[config.mk]
export PLATFORM = sky130hd
export DESIGN_NAME = ext_mem_port
export DESIGN_NICKNAME = d
export VERILOG_FILES = /design/src/rtl/ext_port_pkg.sv /design/src/rtl/ext_port_arb.sv /design/src/rtl/ext_port_bank_dec.sv /design/src/rtl/ext_port_seq.sv /design/src/rtl/ext_mem_port.sv
export SDC_FILE = /design/constraint.sdc
export NUM_CORES = 1
export LEC_CHECK = 0
export ABC_AREA = 1
export BUFFER_PORTS_ARGS = -buffer_cell sky130_fd_sc_hd__buf_2
export CELL_PAD_IN_SITES_DETAIL_PLACEMENT = 1
export CELL_PAD_IN_SITES_GLOBAL_PLACEMENT = 1
export CORE_MARGIN = 2
export CORE_UTILIZATION = 32
export CTS_BUF_LIST = sky130_fd_sc_hd__clkbuf_8 sky130_fd_sc_hd__clkbuf_16
export DETAILED_ROUTE_END_ITERATION = 7
export PLACE_DENSITY_LB_ADDON = 0.1
export SETUP_SLACK_MARGIN = 0.05
export SLEW_MARGIN = 20
export SYNTH_ARGS = -nofsm -noshare
export SYNTH_HDL_FRONTEND = slang
export SYNTH_SLANG_ARGS = --single-unit
[constraint.sdc]
create_clock -name clk -period 2.5 [get_ports clk]
set_input_delay 0.25 -clock clk [delete_from_list [all_inputs] [get_ports clk]]
set_output_delay 0.25 -clock clk [all_outputs]
set_load 0.1 [all_outputs]
[src/rtl/ext_port_pkg.sv]
package ext_port_pkg;
  typedef enum logic [1:0] {
    ST_IDLE = 2'd0,
    ST_LO   = 2'd1,
    ST_HI   = 2'd2
  } seq_state_e;

  localparam int unsigned IFETCH_IDX = 0;
endpackage

[src/rtl/ext_port_arb.sv]
module ext_port_arb #(
  parameter int NUM_REQ = 4,
  localparam int IDX_W  = (NUM_REQ > 1) ? $clog2(NUM_REQ) : 1
) (
  input  logic [NUM_REQ-1:0] req,
  output logic               any,
  output logic [IDX_W-1:0]   idx
);
  // lowest index wins: scan downward so the last hit is the smallest index
  always_comb begin
    any = 1'b0;
    idx = '0;
    for (int i = NUM_REQ - 1; i >= 0; i--) begin
      if (req[i]) begin
        any = 1'b1;
        idx = IDX_W'(i);
      end
    end
  end
endmodule

[src/rtl/ext_port_bank_dec.sv]
module ext_port_bank_dec #(
  parameter int NUM_BANKS = 4,
  parameter int WS_W      = 3,
  localparam int BANK_W   = (NUM_BANKS > 1) ? $clog2(NUM_BANKS) : 1
) (
  input  logic [BANK_W-1:0]         bank,
  input  logic [NUM_BANKS*WS_W-1:0] cfg_wait,
  input  logic [NUM_BANKS-1:0]      cfg_ack_en,
  output logic [NUM_BANKS-1:0]      sel,
  output logic [WS_W-1:0]           wait_cnt,
  output logic                      ack_en
);
  for (genvar b = 0; b < NUM_BANKS; b++) begin : g_sel
    assign sel[b] = (bank == BANK_W'(b));
  end

  assign wait_cnt = cfg_wait[bank*WS_W +: WS_W];
  assign ack_en   = cfg_ack_en[bank];
endmodule

[src/rtl/ext_port_seq.sv]
module ext_port_seq
  import ext_port_pkg::*;
#(
  parameter int ADDR_W    = 24,
  parameter int DATA_W    = 32,
  parameter int NUM_BANKS = 4,
  parameter int WS_W      = 3,
  parameter int IDX_W     = 2,
  localparam int INSTR_W  = DATA_W + DATA_W / 2,
  localparam int HI_W     = INSTR_W - DATA_W
) (
  input  logic                 clk,
  input  logic                 rst,
  input  logic                 start,
  input  logic [IDX_W-1:0]     start_id,
  input  logic [ADDR_W-1:0]    start_addr,
  input  logic                 start_we,
  input  logic [DATA_W-1:0]    start_wdata,
  input  logic [NUM_BANKS-1:0] start_sel,
  input  logic [WS_W-1:0]      start_wait,
  input  logic                 start_ack_en,
  input  logic [NUM_BANKS-1:0] nxt_sel,
  input  logic [WS_W-1:0]      nxt_wait,
  input  logic                 nxt_ack_en,
  input  logic [ADDR_W-1:0]    nxt_addr,
  input  logic [DATA_W-1:0]    ext_rdata,
  input  logic                 ext_ack,
  output logic                 busy,
  output logic [ADDR_W-1:0]    ext_addr,
  output logic [NUM_BANKS-1:0] ext_bank_sel,
  output logic                 ext_rd,
  output logic                 ext_wr,
  output logic [DATA_W-1:0]    ext_wdata,
  output logic                 ext_data_oe,
  output logic                 rsp_valid,
  output logic [IDX_W-1:0]     rsp_id,
  output logic [INSTR_W-1:0]   rsp_data
);
  seq_state_e          state;
  logic [WS_W-1:0]     cnt_q;
  logic                ack_en_q;
  logic [IDX_W-1:0]    id_q;
  logic                is_if_q;
  logic [DATA_W-1:0]   lo_q;
  logic                word_done;
  logic                start_if;

  assign busy      = (state != ST_IDLE);
  assign start_if  = (start_id == IDX_W'(IFETCH_IDX));
  assign word_done = busy && (cnt_q == '0) && (!ack_en_q || ext_ack);

  always_ff @(posedge clk) begin
    if (rst) begin
      state        <= ST_IDLE;
      cnt_q        <= '0;
      ack_en_q     <= 1'b0;
      id_q         <= '0;
      is_if_q      <= 1'b0;
      lo_q         <= '0;
      ext_addr     <= '0;
      ext_bank_sel <= '0;
      ext_rd       <= 1'b0;
      ext_wr       <= 1'b0;
      ext_wdata    <= '0;
      ext_data_oe  <= 1'b0;
      rsp_valid    <= 1'b0;
      rsp_id       <= '0;
      rsp_data     <= '0;
    end else begin
      rsp_valid <= 1'b0;
      unique case (state)
        ST_IDLE: begin
          if (start) begin
            state        <= ST_LO;
            ext_addr     <= start_addr;
            ext_bank_sel <= start_sel;
            cnt_q        <= start_wait;
            ack_en_q     <= start_ack_en;
            id_q         <= start_id;
            is_if_q      <= start_if;
            ext_rd       <= start_if || !start_we;
            ext_wr       <= !start_if && start_we;
            ext_data_oe  <= !start_if && start_we;
            ext_wdata    <= start_wdata;
          end
        end
        ST_LO, ST_HI: begin
          if (cnt_q != '0) begin
            cnt_q <= cnt_q - 1'b1;
          end else if (word_done) begin
            if (state == ST_LO && is_if_q) begin
              // first half of a packed fetch: move straight to the next word
              state        <= ST_HI;
              lo_q         <= ext_rdata;
              ext_addr     <= nxt_addr;
              ext_bank_sel <= nxt_sel;
              cnt_q        <= nxt_wait;
              ack_en_q     <= nxt_ack_en;
            end else begin
              state        <= ST_IDLE;
              ext_rd       <= 1'b0;
              ext_wr       <= 1'b0;
              ext_data_oe  <= 1'b0;
              ext_bank_sel <= '0;
              rsp_valid    <= 1'b1;
              rsp_id       <= id_q;
              if (state == ST_HI)
                rsp_data <= {ext_rdata[HI_W-1:0], lo_q};
              else if (ext_wr)
                rsp_data <= '0;
              else
                rsp_data <= {{HI_W{1'b0}}, ext_rdata};
            end
          end
        end
        default: state <= ST_IDLE;
      endcase
    end
  end
endmodule

[src/rtl/ext_mem_port.sv]
module ext_mem_port #(
  parameter int ADDR_W    = 24,
  parameter int DATA_W    = 32,
  parameter int NUM_REQ   = 4,
  parameter int NUM_BANKS = 4,
  parameter int WS_W      = 3,
  localparam int IDX_W    = (NUM_REQ > 1) ? $clog2(NUM_REQ) : 1,
  localparam int BANK_W   = (NUM_BANKS > 1) ? $clog2(NUM_BANKS) : 1,
  localparam int INSTR_W  = DATA_W + DATA_W / 2
) (
  input  logic                        clk,
  input  logic                        rst,
  input  logic [NUM_REQ-1:0]          req_valid,
  input  logic [NUM_REQ*ADDR_W-1:0]   req_addr,
  input  logic [NUM_REQ-1:0]          req_we,
  input  logic [NUM_REQ*DATA_W-1:0]   req_wdata,
  output logic [NUM_REQ-1:0]          req_gnt,
  output logic                        rsp_valid,
  output logic [IDX_W-1:0]            rsp_id,
  output logic [INSTR_W-1:0]          rsp_data,
  input  logic [NUM_BANKS*WS_W-1:0]   cfg_wait,
  input  logic [NUM_BANKS-1:0]        cfg_ack_en,
  output logic [ADDR_W-1:0]           ext_addr,
  output logic [NUM_BANKS-1:0]        ext_bank_sel,
  output logic                        ext_rd,
  output logic                        ext_wr,
  output logic [DATA_W-1:0]           ext_wdata,
  output logic                        ext_data_oe,
  input  logic [DATA_W-1:0]           ext_rdata,
  input  logic                        ext_ack
);
  localparam int BANK_LSB = ADDR_W - 1 - BANK_W;

  logic [ADDR_W-1:0] req_addr_a  [NUM_REQ];
  logic [DATA_W-1:0] req_wdata_a [NUM_REQ];

  for (genvar i = 0; i < NUM_REQ; i++) begin : g_unpack
    assign req_addr_a[i]  = req_addr[i*ADDR_W +: ADDR_W];
    assign req_wdata_a[i] = req_wdata[i*DATA_W +: DATA_W];
  end

  logic             any_req;
  logic [IDX_W-1:0] win;
  logic             busy;
  logic             start;

  ext_port_arb #(.NUM_REQ(NUM_REQ)) u_arb (
    .req (req_valid),
    .any (any_req),
    .idx (win)
  );

  assign start = any_req && !busy;

  logic [ADDR_W-1:0]    win_addr;
  logic [NUM_BANKS-1:0] st_sel;
  logic [WS_W-1:0]      st_wait;
  logic                 st_ack_en;
  assign win_addr = req_addr_a[win];

  ext_port_bank_dec #(.NUM_BANKS(NUM_BANKS), .WS_W(WS_W)) u_dec_start (
    .bank       (win_addr[BANK_LSB +: BANK_W]),
    .cfg_wait   (cfg_wait),
    .cfg_ack_en (cfg_ack_en),
    .sel        (st_sel),
    .wait_cnt   (st_wait),
    .ack_en     (st_ack_en)
  );

  logic [ADDR_W-1:0]    nxt_addr;
  logic [NUM_BANKS-1:0] nx_sel;
  logic [WS_W-1:0]      nx_wait;
  logic                 nx_ack_en;
  assign nxt_addr = ext_addr + ADDR_W'(1);

  ext_port_bank_dec #(.NUM_BANKS(NUM_BANKS), .WS_W(WS_W)) u_dec_next (
    .bank       (nxt_addr[BANK_LSB +: BANK_W]),
    .cfg_wait   (cfg_wait),
    .cfg_ack_en (cfg_ack_en),
    .sel        (nx_sel),
    .wait_cnt   (nx_wait),
    .ack_en     (nx_ack_en)
  );

  always_ff @(posedge clk) begin
    if (rst) req_gnt <= '0;
    else     req_gnt <= start ? (NUM_REQ'(1) << win) : '0;
  end

  ext_port_seq #(
    .ADDR_W    (ADDR_W),
    .DATA_W    (DATA_W),
    .NUM_BANKS (NUM_BANKS),
    .WS_W      (WS_W),
    .IDX_W     (IDX_W)
  ) u_seq (
    .clk          (clk),
    .rst          (rst),
    .start        (start),
    .start_id     (win),
    .start_addr   (win_addr),
    .start_we     (req_we[win]),
    .start_wdata  (req_wdata_a[win]),
    .start_sel    (st_sel),
    .start_wait   (st_wait),
    .start_ack_en (st_ack_en),
    .nxt_sel      (nx_sel),
    .nxt_wait     (nx_wait),
    .nxt_ack_en   (nx_ack_en),
    .nxt_addr     (nxt_addr),
    .ext_rdata    (ext_rdata),
    .ext_ack      (ext_ack),
    .busy         (busy),
    .ext_addr     (ext_addr),
    .ext_bank_sel (ext_bank_sel),
    .ext_rd       (ext_rd),
    .ext_wr       (ext_wr),
    .ext_wdata    (ext_wdata),
    .ext_data_oe  (ext_data_oe),
    .rsp_valid    (rsp_valid),
    .rsp_id       (rsp_id),
    .rsp_data     (rsp_data)
  );
endmodule

After elaboration in Yosys (flattened, before gate mapping)
Index checks and enable logic that the tools add are counted.

cells by class
  $add $sub $neg = 2
  multiply operators = 2
  $lt $le $gt $ge = 4
  equality and inequality tests = 15
  shift-type cells = 3
  muxes and demuxes = 55
  bitwise operators = 6
  reductions and logical operators = 30

operator list
  cell                                                         number
  two-way mux 24 bit                                           6
  two-way mux 32 bit                                           3
  binary-select mux 32 bit (select 2 bit)                      1
  binary-select mux 24 bit (select 2 bit)                      1
  two-way mux 48 bit                                           1
  case mux 24 bit (2 select lines)                             1
  adder 24 x 1 -> 24 bit (second input constant)               1
  indexed part select 12 x 5 -> 3 bit                          2
  two-way mux 1 bit                                            17
  two-way mux 2 bit                                            8
  two-way mux 4 bit                                            4
  AND reduction 4 bit                                          4
  two-way mux 3 bit                                            4
  equality test 2 bit (second input constant)                  5
  AND reduction 5 bit                                          2
  less-than comparator 2 x 3 -> 1 bit (second input constant)  3
  logical NOT 2 bit                                            4
  multiplier 2 x 2 -> 4 bit (second input constant)            2
  case mux 4 bit (2 select lines)                              1
  binary-select mux 1 bit (select 2 bit)                       3
  equality test 2 x 1 -> 1 bit (second input constant)         3
  inequality test 2 bit (second input constant)                3
  inequality test 3 x 1 -> 1 bit (second input constant)       2
  case mux 1 bit (2 select lines)                              3
  other kinds (18)                                             33

word-level totals
  flip-flop bits (word level) = 158
  output and inout bits = 118

Depth between registers and ports, before layout
  depth in word-level cells = 12
  mapped depth = 16
  gate-level depth less buffers = 15

Hierarchy
From an unflattened synthesis, not the netlist that was laid out.

unflattened totals
  cell total of the unflattened synthesis = 1460
  area total of the unflattened synthesis = 9406.5 um^2

modules (own cells, without submodules)
  module             times used  cells each  area each (um^2)
  ext_port_seq       1           909         6670.1
  ext_mem_port       1           453         2332.2
  ext_port_bank_dec  2           45          183.9
  ext_port_arb       1           8           36.3

Least setup slack after synthesis
No wires, ideal clock.

  path kind = reg-to-reg
  start = reg u_seq.ext_addr[1]
  end = reg u_seq.ext_addr[14]
  library setup time = 0.118 ns
  arrival time = 2.446 ns
  data required time = 2.382 ns
  setup slack = -0.064 ns
  cell stages (with the launch flop) = 13
  path buffers = 0
  cells stage by stage = dfxtp_1 ha_1 nand2_1 inv_1 nand3_1 nor2_1 nand2_1 nor2_1 a21oi_1 o21ai_0 nand3_1 o211ai_1 inv_1

between the ends
  word-level cells in the longest chain between the ends = 5

ends and longest elaborated chain
  what                              RTL line            RTL
  start, declared                   ext_port_seq.sv:29  output logic [ADDR_W-1:0] ext_addr,
  start signal, assigned            ext_port_seq.sv:75  ext_addr <= start_addr;
  start signal, assigned            ext_port_seq.sv:95  ext_addr <= nxt_addr;
  adder 24 x 1 -> 24 bit            ext_mem_port.sv:74  assign nxt_addr = ext_addr + ADDR_W'(1);
  two-way mux 24 bit                ext_port_seq.sv:91  if (state == ST_LO && is_if_q) begin
  two-way mux 24 bit                ext_port_seq.sv:90  end else if (word_done) begin
  two-way mux 24 bit                ext_port_seq.sv:88  if (cnt_q != '0) begin
  case mux 24 bit (2 select lines)  ext_port_seq.sv:71  unique case (state)

No other way between the ends. The select of a mux whose other input is x is not followed.
A chain may end at the register's enable or synchronous reset.

Worst setup path after layout
  start = reg u_seq.state[1]
  end = reg u_seq.rsp_data[4]

between the ends
  word-level cells in the longest chain between the ends = 4
  elaborated cells between the ends (all ways) = 10
  those cells by class = 2 x eq/ne; 1 x mux; 1 x bitwise; 6 x reduce/logical

ends and longest elaborated chain
  what                                                                RTL line                                                    RTL
  start, declared                                                     ext_port_seq.sv:39                                          seq_state_e state;
  start signal, assigned                                              ext_port_seq.sv:54                                          state <= ST_IDLE;
  start signal, assigned                                              ext_port_seq.sv:74                                          state <= ST_LO;
  start signal, assigned                                              ext_port_seq.sv:93                                          state <= ST_HI;
  equality test 2 x 1 -> 1 bit or nonzero test 2 bit (tied branches)  ext_port_seq.sv:71, ext_port_seq.sv:91, ext_port_seq.sv:48
  logical AND 1 bit, on equally long branches                         ext_port_seq.sv:91, ext_port_seq.sv:50
  NOT 1 bit (no line) or logical AND 1 bit (tied branches)            --
  AND reduction 4 bit (no line)                                       --
  end signal, assigned                                                ext_port_seq.sv:108                                         rsp_data <= {ext_rdata[HI_W-1:0], lo_q};
  end signal, assigned                                                ext_port_seq.sv:112                                         rsp_data <= {{HI_W{1'b0}}, ext_rdata};
  end, declared                                                       ext_port_seq.sv:37                                          output logic [INSTR_W-1:0] rsp_data

Several ways; a longest one is shown, not always the timed one.

==> impl_results.md <==
* Clk buf depth at 2
* Critical setup path kind: flop to flop
* Measured slew at the worst slew-check pin at 0.631 ns
* Outcome: finished, final reports clean
* Synth cell types at 43
* Final setup vio count at 0
* Initial Util at 0.323
* Final min period at 2.24 ns
* Total GRT Usage at 0.276
* Fin cells at 1,986
* Cell taking the most area after synthesis: dfxtp_1
* DRT antenna net count at 0
* Hold Crit Class: input port to flop
* Via density per instance at 5.23
* Area Growth Syn to Fin at 34.9%
* Placed cells at 1,938
* Clk network pwr share at 0.185
* Arrival @ worst endpoint at 2.59 ns
* Power per cell area at 1240 nW/um^2
* Clock Tree Root: clkbuf_16
* Die area at 28,200 um^2
* Final slew viol count at 0
* Core area at 26,700 um^2
* PortBufs at 399
* FP Rows at 60
* 1st-iter DRT viols at 577
* H-tree levels at 4
* DRT Pass-1 Iters at 6
* VDD IR-drop max at 0.000533 V
* Syn_nets at 1,546
* Total negative slack at 0 ns
* Part of the cycle the worst path needs at 0.896
* Pre-CTS setup slack at 0.209 ns
* Final GP Congestion at 0.925
* Dpl hpwl at 29.7 mm
* Met1 Track Usage GR at 0.334
* Top post-synthesis cells by count: nand2_1 (191), o21ai_0 (191), dfxtp_1 (158)
* Sequential power share at 0.247
* FFs w/ async S/R, synth at 0
* Synth Flop Type: dfxtp_1
* NumNets Final at 1,906
* Worst setup margin at 0.261 ns
* Die W at 168 um
* Largest net degree at the start of global routing at 84
* Pleak at 5.31 nW
* Synth Area per Inst at 6.85 um^2
* Post-route clock skew at 0.0169 ns
* Vias in the first global route at 10,390
* Worst setup SP type: flop
* Gate power share at 0.568
* Setup Fix Bufs, Post-CTS at 0
* Grt peak-use layer: met2
* Max_cap viols at 0
* Number of synthesized register bits at 158
* Share of the synthesized area in the top cell type at 0.368
* Post-synth design cell area at 8600 um^2
* Area contributors post-synth: dfxtp_1 (37%), o21ai_0 (11%), nand2_1 (8.3%)
* CTS tree: yes
* Switching part of the total at 0.570
* Crit Path Max Fanout at 83
* Hold_ws at 0.0724 ns
* Fmax at 0.447 GHz
* Critical path endpoint category: flop
* DR vias at 10,395
* Hold Vio Cnt, Final at 0
* Synth warn at 0
* First-pass GRT wire length at 60.8 mm
* I/O Pins at 401
* WL final at 39.8 mm
* Die H at 168 um
* Post-synthesis sequential area ratio at 0.368
* Psw at 8.21 mW
* Avg WL per Cell at 20.0 um
* Req. time, crit path at 2.85 ns
* Met2 Use GR at 0.474
* CTS buffer count at 17
* Post-Syn Instances at 1,256
* CTS clk-pin slew, worst paths at 0.08 ns
* CTS sink cnt at 158
* Grt ovf at 0
* Met3 Use GR at 0.0693
* Cts repair resizes at 0
* Antenna violations before repair at 19
* Drt drc at 0
* Slew headroom at 0.580
* Unrepaired setup endpoints after global routing: false
* Clk_lat worst skew at 0.44 ns
* Internal at 6.18 mW
* Post-synth EDFFs at 0
* Share of post-route cells with drive strength above 1 at 0.313
* Post-CTS Hold Buffers at 0
==> final cells by class <==
| class | count | area, um^2 |
|---|---|---|
| timing repair buffer | 434 | 2320 |
| inverter | 100 | 377 |
| antenna | 16 | 40.0 |
| clock inverter | 15 | 151 |
| fill | 3563 | 15000 |
| multi-input combinational | 905 | 4680 |
| clock buffer | 17 | 425 |
| tap | 341 | 427 |
| sequential | 158 | 3180 |
==> stage by stage <==
| step | area, um^2 | power, mW | utilization |
|---|---|---|---|
| global placement | 11000 | 11.7 | 0.412 |
| detailed placement | 11000 | 11.8 | 0.412 |
| finish | 11600 | 14.4 | 0.435 |
| CTS | 11600 | 14.5 | 0.434 |
| global route | 11600 | 15.1 | 0.435 |
| floorplan | 8610 | 9.82 | - |
==> state kept, by name, summed over array words and instances (netlist names) <==
signal,flops
u_seq.ext_rd,1
u_seq.lo_q,32
u_seq.ext_wdata,32
u_seq.id_q,2
u_seq.rsp_data,48
u_seq.cnt_q,3
u_seq.rsp_valid,1
req_gnt,4
u_seq.ack_en_q,1
u_seq.is_if_q,1
u_seq.rsp_id,2
u_seq.ext_addr,24
u_seq.ext_bank_sel,4
u_seq.ext_data_oe,1
u_seq.state,2
==> final timing paths <==
path                               to  slack [ns]           start  cells past startpoint
setup / recovery    u_seq.rsp_data[4]        0.26  u_seq.state[1]                      9
hold / removal    u_seq.ext_wdata[31]        0.07   req_wdata[31]                      3
setup reg to reg    u_seq.rsp_data[4]        0.26  u_seq.state[1]                      9
hold reg to reg         u_seq.lo_q[2]        0.45   u_seq.lo_q[2]                      2
==> power groups by stage <==
stage	clock network [mW]	registers (mW)	logic, mW
4_1_cts	2.72	3.55	8.20
2_1_floorplan	0	7.31	2.51
6_report	2.66	3.55	8.18
3_3_place_gp	0	3.58	8.12
3_5_place_dp	0	3.60	8.18
5_1_grt	2.81	3.63	8.69
==> kinds of logic after synthesis <==
logic type,after synthesis,synth area share
compound gates,468,0.305
xor+xnor,10,0.0102
fa+ha+maj,7,0.0102
buf+inv,193,0.0917
flops,158,0.368
simple gates,420,0.215
==> placed cells by master (no fill, tap or decap), drive strengths merged, types with 4 or more instances in the layout <==
cell type  netlist  final
buf             35    434
nand2          202    202
o21ai          200    200
dfxtp          158    158
a21oi          129    129
nand3          113    113
inv             98    106
nor2            88     88
a31oi           69     69
o21bai          34     34
a22oi           17     17
clkbuf          58     17
diode            0     16
o211ai           8      8
nor3             7      7
ha               7      7
clkinv           2      6
xnor2            5      5
xor2             5      5
nand4            4      4
==> worst max-delay path, stage by stage, from the launching register on <==
cell      delay (ns)
dfxtp_1         0.37
inv_1           0.10
ha_1            0.31
clkinv_1        0.28
nor2_1          0.25
inv_1           0.10
nor2_4          0.15
buf_12          0.30
o21ai_0         0.15
a31oi_1         0.15
==> layer usage <==
metal | part of all wire | wire (um) | up-vias
li1 | - | - | 5058
met1 | 0.43 | 17000 | 4966
met2 | 0.48 | 19200 | 309
met3 | 0.062 | 2470 | 58
met4 | 0.026 | 1050 | 4
met5 | 0.00068 | 27 | -
No activity file was read; power rests on OpenSTA's default activity.
